File: src/rtl/tpc_pkg.sv
package tpc_pkg;
  localparam int MODE_W   = 18;
  localparam int STAT_W   = 16;
  localparam int DIR_LO   = 4;
  localparam int IEN_BIT  = 8;
  localparam int OD_BIT   = 9;
  localparam int EDGE_LO  = 16;
  localparam int LVL_BIT  = 8;
  localparam int FLAG_BIT = 0;

  typedef enum logic [1:0] {
    EDGE_OFF  = 2'b00,
    EDGE_RISE = 2'b01,
    EDGE_FALL = 2'b10,
    EDGE_ANY  = 2'b11
  } edge_sel_e;

  typedef struct packed {
    logic [1:0] dir;
    logic       od;
    logic       ien;
    edge_sel_e  edge_sel;
  } pin_mode_t;
endpackage

File: src/rtl/tpc_sync.sv
module tpc_sync #(
  parameter int STAGES = 2
) (
  input  logic clk,
  input  logic rst_n,
  input  logic din,
  output logic dout
);
  localparam int LAST = STAGES - 1;

  logic [LAST:0] chain_q;
  logic [LAST:0] chain_d;

  always_comb begin
    chain_d = {chain_q[LAST-1:0], din};
  end

  always_ff @(posedge clk or negedge rst_n) begin
    if (!rst_n) chain_q <= '0;
    else        chain_q <= chain_d;
  end

  assign dout = chain_q[LAST];
endmodule

File: src/rtl/tpc_edge_cap.sv
module tpc_edge_cap
  import tpc_pkg::*;
(
  input  logic      clk,
  input  logic      rst_n,
  input  logic      lvl,
  input  edge_sel_e edge_sel,
  input  logic      clr,
  output logic      flag
);
  logic prev_q;
  logic flag_q, flag_d;
  logic rise, fall, evt;

  always_comb begin
    rise = lvl & ~prev_q;
    fall = ~lvl & prev_q;
    unique case (edge_sel)
      EDGE_RISE: evt = rise;
      EDGE_FALL: evt = fall;
      EDGE_ANY:  evt = rise | fall;
      default:   evt = 1'b0;
    endcase
    if (evt)      flag_d = 1'b1;
    else if (clr) flag_d = 1'b0;
    else          flag_d = flag_q;
  end

  always_ff @(posedge clk or negedge rst_n) begin
    if (!rst_n) begin
      prev_q <= 1'b0;
      flag_q <= 1'b0;
    end else begin
      prev_q <= lvl;
      flag_q <= flag_d;
    end
  end

  assign flag = flag_q;

  AST_OFF_NO_SET: assert property (@(posedge clk) disable iff (!rst_n)
    (edge_sel == EDGE_OFF && !flag_q) |=> !flag_q);
  AST_CLEAR_WORKS: assert property (@(posedge clk) disable iff (!rst_n)
    (clr && !evt) |=> !flag_q);
  AST_FLAG_HOLD: assert property (@(posedge clk) disable iff (!rst_n)
    (flag_q && !clr) |=> flag_q);
  AST_RISE_IGNORES_FALL: assert property (@(posedge clk) disable iff (!rst_n)
    (edge_sel == EDGE_RISE && fall && !flag_q) |=> !flag_q);
endmodule

File: src/rtl/tpc_drive.sv
module tpc_drive
  import tpc_pkg::*;
(
  input  pin_mode_t mode,
  output logic      pin_out,
  output logic      pin_oe
);
  logic want_drive, want_high;

  always_comb begin
    want_drive = mode.dir[1] & ~mode.ien;
    want_high  = mode.dir[0];
    if (!want_drive) begin
      pin_oe  = 1'b0;
      pin_out = 1'b0;
    end else if (want_high && mode.od) begin
      pin_oe  = 1'b0;
      pin_out = 1'b0;
    end else begin
      pin_oe  = 1'b1;
      pin_out = want_high;
    end
  end
endmodule

File: src/rtl/tpc_pin_top.sv
module tpc_pin_top
  import tpc_pkg::*;
(
  input  logic              clk,
  input  logic              rst_n,
  input  logic              mode_we,
  input  logic [MODE_W-1:0] mode_wdata,
  input  logic              stat_we,
  input  logic [STAT_W-1:0] stat_wdata,
  output logic [STAT_W-1:0] stat_rdata,
  input  logic              pin_in,
  output logic              pin_out,
  output logic              pin_oe,
  output logic              irq
);
  pin_mode_t mode_q, mode_d;
  logic      lvl;
  logic      flag;
  logic      clr;

  always_comb begin
    mode_d = mode_q;
    if (mode_we) begin
      mode_d.dir      = mode_wdata[DIR_LO +: 2];
      mode_d.od       = mode_wdata[OD_BIT];
      mode_d.ien      = mode_wdata[IEN_BIT];
      mode_d.edge_sel = edge_sel_e'(mode_wdata[EDGE_LO +: 2]);
    end
  end

  always_ff @(posedge clk or negedge rst_n) begin
    if (!rst_n) mode_q <= '{dir: 2'b00, od: 1'b0, ien: 1'b0, edge_sel: EDGE_OFF};
    else        mode_q <= mode_d;
  end

  assign clr = stat_we & stat_wdata[FLAG_BIT];

  tpc_sync #(.STAGES(2)) u_sync (
    .clk  (clk),
    .rst_n(rst_n),
    .din  (pin_in),
    .dout (lvl)
  );

  tpc_edge_cap u_cap (
    .clk     (clk),
    .rst_n   (rst_n),
    .lvl     (lvl),
    .edge_sel(mode_q.edge_sel),
    .clr     (clr),
    .flag    (flag)
  );

  tpc_drive u_drv (
    .mode   (mode_q),
    .pin_out(pin_out),
    .pin_oe (pin_oe)
  );

  always_comb begin
    stat_rdata           = '0;
    stat_rdata[LVL_BIT]  = lvl;
    stat_rdata[FLAG_BIT] = flag;
  end

  assign irq = flag & mode_q.ien;

  AST_IRQ_MODE_INPUT: assert property (@(posedge clk) disable iff (!rst_n)
    mode_q.ien |-> !pin_oe);
  AST_OD_RELEASE: assert property (@(posedge clk) disable iff (!rst_n)
    (mode_q.od && mode_q.dir == 2'b11) |-> !pin_oe);
  AST_IRQ_PERSIST: assert property (@(posedge clk) disable iff (!rst_n)
    (irq && !clr && !mode_we) |=> irq);
endmodule

File: config.mk
export PLATFORM = sky130hd
export DESIGN_NAME = tpc_pin_top
export DESIGN_NICKNAME = d
export VERILOG_FILES = /design/src/rtl/tpc_pkg.sv /design/src/rtl/tpc_sync.sv /design/src/rtl/tpc_edge_cap.sv /design/src/rtl/tpc_drive.sv /design/src/rtl/tpc_pin_top.sv
export SDC_FILE = /design/constraint.sdc
export NUM_CORES = 1
export LEC_CHECK = 0
export BUFFER_PORTS_ARGS = -buffer_cell sky130_fd_sc_hd__clkbuf_2
export CAP_MARGIN = 20
export CORE_MARGIN = 3
export CORE_UTILIZATION = 30
export DETAILED_ROUTE_END_ITERATION = 8
export PLACE_DENSITY = 0.72
export REMOVE_ABC_BUFFERS = 1
export SLEW_MARGIN = 20
export SYNTH_ARGS = -nofsm -noshare
export SYNTH_HDL_FRONTEND = slang
export SYNTH_SLANG_ARGS = --single-unit
File: constraint.sdc
create_clock -name clk -period 1.16 [get_ports clk]
set_input_delay 0.29 -clock clk [delete_from_list [all_inputs] [get_ports clk]]
set_output_delay 0.29 -clock clk [all_outputs]
set_load 0.05 [all_outputs]
==> results.sh <==
export IMPL_first_pass_iters=3
export IMPL_drc=0
export IMPL_viasPerCell=3.85
export IMPL_comb_power_share_pct=37.4
export IMPL_synth_area_top_cells="dfrtp_1, buf_4, mux2_2"
export IMPL_worst_slack_ps=-307
export IMPL_cts_tree="yes"
export IMPL_crit_chain="nand2b_4, nor3b_2, buf_4, buf_12"
export IMPL_p_int_uw=654
export IMPL_final_hold_viol_count=0
export IMPL_ys_seq_area_share_pct=46.4
export IMPL_fin_nets=112
export IMPL_final_cells=93
export IMPL_max_cap_violations=0
export IMPL_io_buffers=16
export IMPL_critPathMaxStageDelay_ps=370
export IMPL_synth_edf_count=0
export IMPL_cts_buffer_depth=2
export IMPL_synthTopCellsByCount="buf_4, dfrtp_1, mux2_2, inv_1"
export IMPL_crit_fanout=2
export IMPL_max_freq_ghz=0.682
export IMPL_finalSetupViolations=5
export IMPL_violations="setup timing"
export IMPL_layout_min_cycle_time_ps=1470
export IMPL_grt_overflow=0
export IMPL_outcome="finished, violations left"
export IMPL_first_global_vias=373
export IMPL_cts_sinks=10
export IMPL_hold_path_class="input pin to flip-flop"
export IMPL_io_pins=58
export IMPL_final_cell_area_um2=746
export IMPL_drv_slew=0
export IMPL_clk_latency_ps=250
export IMPL_start_kind="flip-flop"
export IMPL_powerDensity_nw_per_um2=1360
export IMPL_yosys_warnings=0
export IMPL_syn_area_um2=539
export IMPL_num_fill_cells=146
export IMPL_via_count=358
export IMPL_area_growth_syn_to_layout_pct=38.3
export IMPL_numCtsBuffers=3
export IMPL_synth_flop_cell="dfrtp_1"
export IMPL_ant_nets=0
export IMPL_drive_above_1_share_pct=47.8
export IMPL_start_util_pct=33.8
export IMPL_seq_power_share_pct=40.8
export IMPL_die_area_um2=2340
export IMPL_yosys_cell_types_count=15
export IMPL_rsz0062_at_grt="true"
export IMPL_wl_um=872
export IMPL_synth_most_common_cell="buf_4"
export IMPL_synthCells=48
export IMPL_path_clk_slew_ps=60
export IMPL_p_sw_share_pct=35.5
export IMPL_p_leak_uw=0.000385
export IMPL_crit_slowest_cell="dfrtp_1"
export IMPL_cp_end_kind="primary output"
export IMPL_antenna_found_initial=0
export IMPL_finClkSkew_ps=3.47
export IMPL_die_w_um=48.4
export IMPL_ys_ff_latch=10
export IMPL_crit_type="flip-flop to primary output"
export IMPL_diodes=0
export IMPL_dp_cells=87
export IMPL_yosysTopAreaCell="dfrtp_1"
export IMPL_grt_use_total_pct=7.96
export IMPL_grt_max_degree=11
export IMPL_ff2ff_path_depth=4
export IMPL_avgSynthCellArea_um2=11.2
export IMPL_p_sw_uw=360
export IMPL_clockPowerShare_pct=21.7
export IMPL_dp_hpwl_um=702
export IMPL_netlist_area_leader_share_pct=46.4
export IMPL_async_flop_share_pct=100
export IMPL_crit_required_ps=870
export IMPL_finalWeightedCongestion=0.725
export IMPL_cp_arrival_ps=1180
export IMPL_tns_ps=-983
export IMPL_vdd_ir_drop_max_uv=723
export IMPL_core_area_um2=1590
export IMPL_cts_root_buf="clkbuf_4"
export IMPL_placed_area_um2=626
export IMPL_htreeDepth=1
export IMPL_routedWlPerCell_um=9.38
export IMPL_drt_iter0_markers=1
export IMPL_min_path_cells=1
export IMPL_rows=14
export IMPL_grt_first_pass_wirelength_mm=1.46
export IMPL_fp_dieH_um=48.4
export IMPL_layout_worst_path_cycle_share_pct=126
kinds of logic (layout without fill, tap and decap cells):
family,Yosys count,in the layout,share of synthesized area [%]
other cells,1,14,0.695
flops,10,10,46.4
simple gates,6,6,5.80
buf+inv,20,28,25.3
fa+ha+maj,2,2,4.64
mux,7,7,14.4
compound gates,2,2,2.78
sequential cells by signal, summed over array words and instances (netlist names):
signal	flops
u_cap.prev_q	1
mode_q	6
u_sync.chain_q	2
u_cap.flag	1
critical path, delay by kind of cell (launching register included):
kind / cells / cell delay [ps]
DFF: 1 / 370
and+or+nand+nor: 2 / 290
buffers and inverters: 2 / 260
layout by cell type, fill, tap and decap left out, types with 2 or more instances in the layout:
cell	n
conb_1	14
clkbuf_2	11
dfrtp_1	10
mux2_2	6
inv_1	3
clkbuf_4	3
buf_4	3
nand2_1	2
ha_1	2
clkbuf_16	2
buf_12	2
buf_6	2
layout make-up:
class,instances,area (um2),area share [%]
multi-input combinational,31,216,29.0
sequential,10,250,33.6
inverter,3,11.3,1.51
clock buffer,3,22.5,3.02
timing repair buffer,22,215,28.9
tap,24,30.0,4.03
power by group through the flow:
stage | clock network, uW | registers (uW) | logic, uW
6_report | 220 | 414 | 379
5_1_grt | 252 | 417 | 397
4_1_cts | 232 | 412 | 376
3_5_place_dp | 0 | 414 | 308
3_3_place_gp | 0 | 411 | 304
2_1_floorplan | 0 | 442 | 189
per-stage QoR:
step                      utilization, %  hold WS [ps]  setup slack, ps  total power, uW
after floorplan                        -         -5.59             -806              630
after global placement              39.2           163            -99.7              715
after detailed placement            39.2           167             -114              722
after CTS                           46.7           132             -314             1020
after global routing                46.8           127             -357             1070
final                               46.8           138             -307             1010
timing repair:
| action | 4_1_cts | 5_1_grt |
|---|---|---|
| endpoints found under the hold margin | 10 | 0 |
| pin swaps | 3 | 1 |
| gates resized for setup | 13 | 1 |
| hold buffers | 1 | 0 |
| setup endpoints to repair | 6 | 6 |
| setup buffers | 2 | 0 |
worst paths after layout:
path,to,slack [ps],startpoint
worst max register to register,u_cap.flag,-30,u_sync.chain_q[1]
min in group asynchronous,mode_q[0],430,rst_n
max in group asynchronous,mode_q[5],530,rst_n
worst min register to register,u_sync.chain_q[1],350,u_sync.chain_q[0]
worst max-delay path,pin_out,-310,mode_q[2]
worst min-delay path,u_sync.chain_q[0],140,pin_in
layer usage:
metal  share of wire (%)  track usage [%]  vias up
met1                  38             7.54      167
li1                    -                -      168
met2                  52             16.3       23
met3                 9.4            0.920        0
met5                   0                0        -
met4                   0             4.27        0
Power figures use the tool's default switching activity.
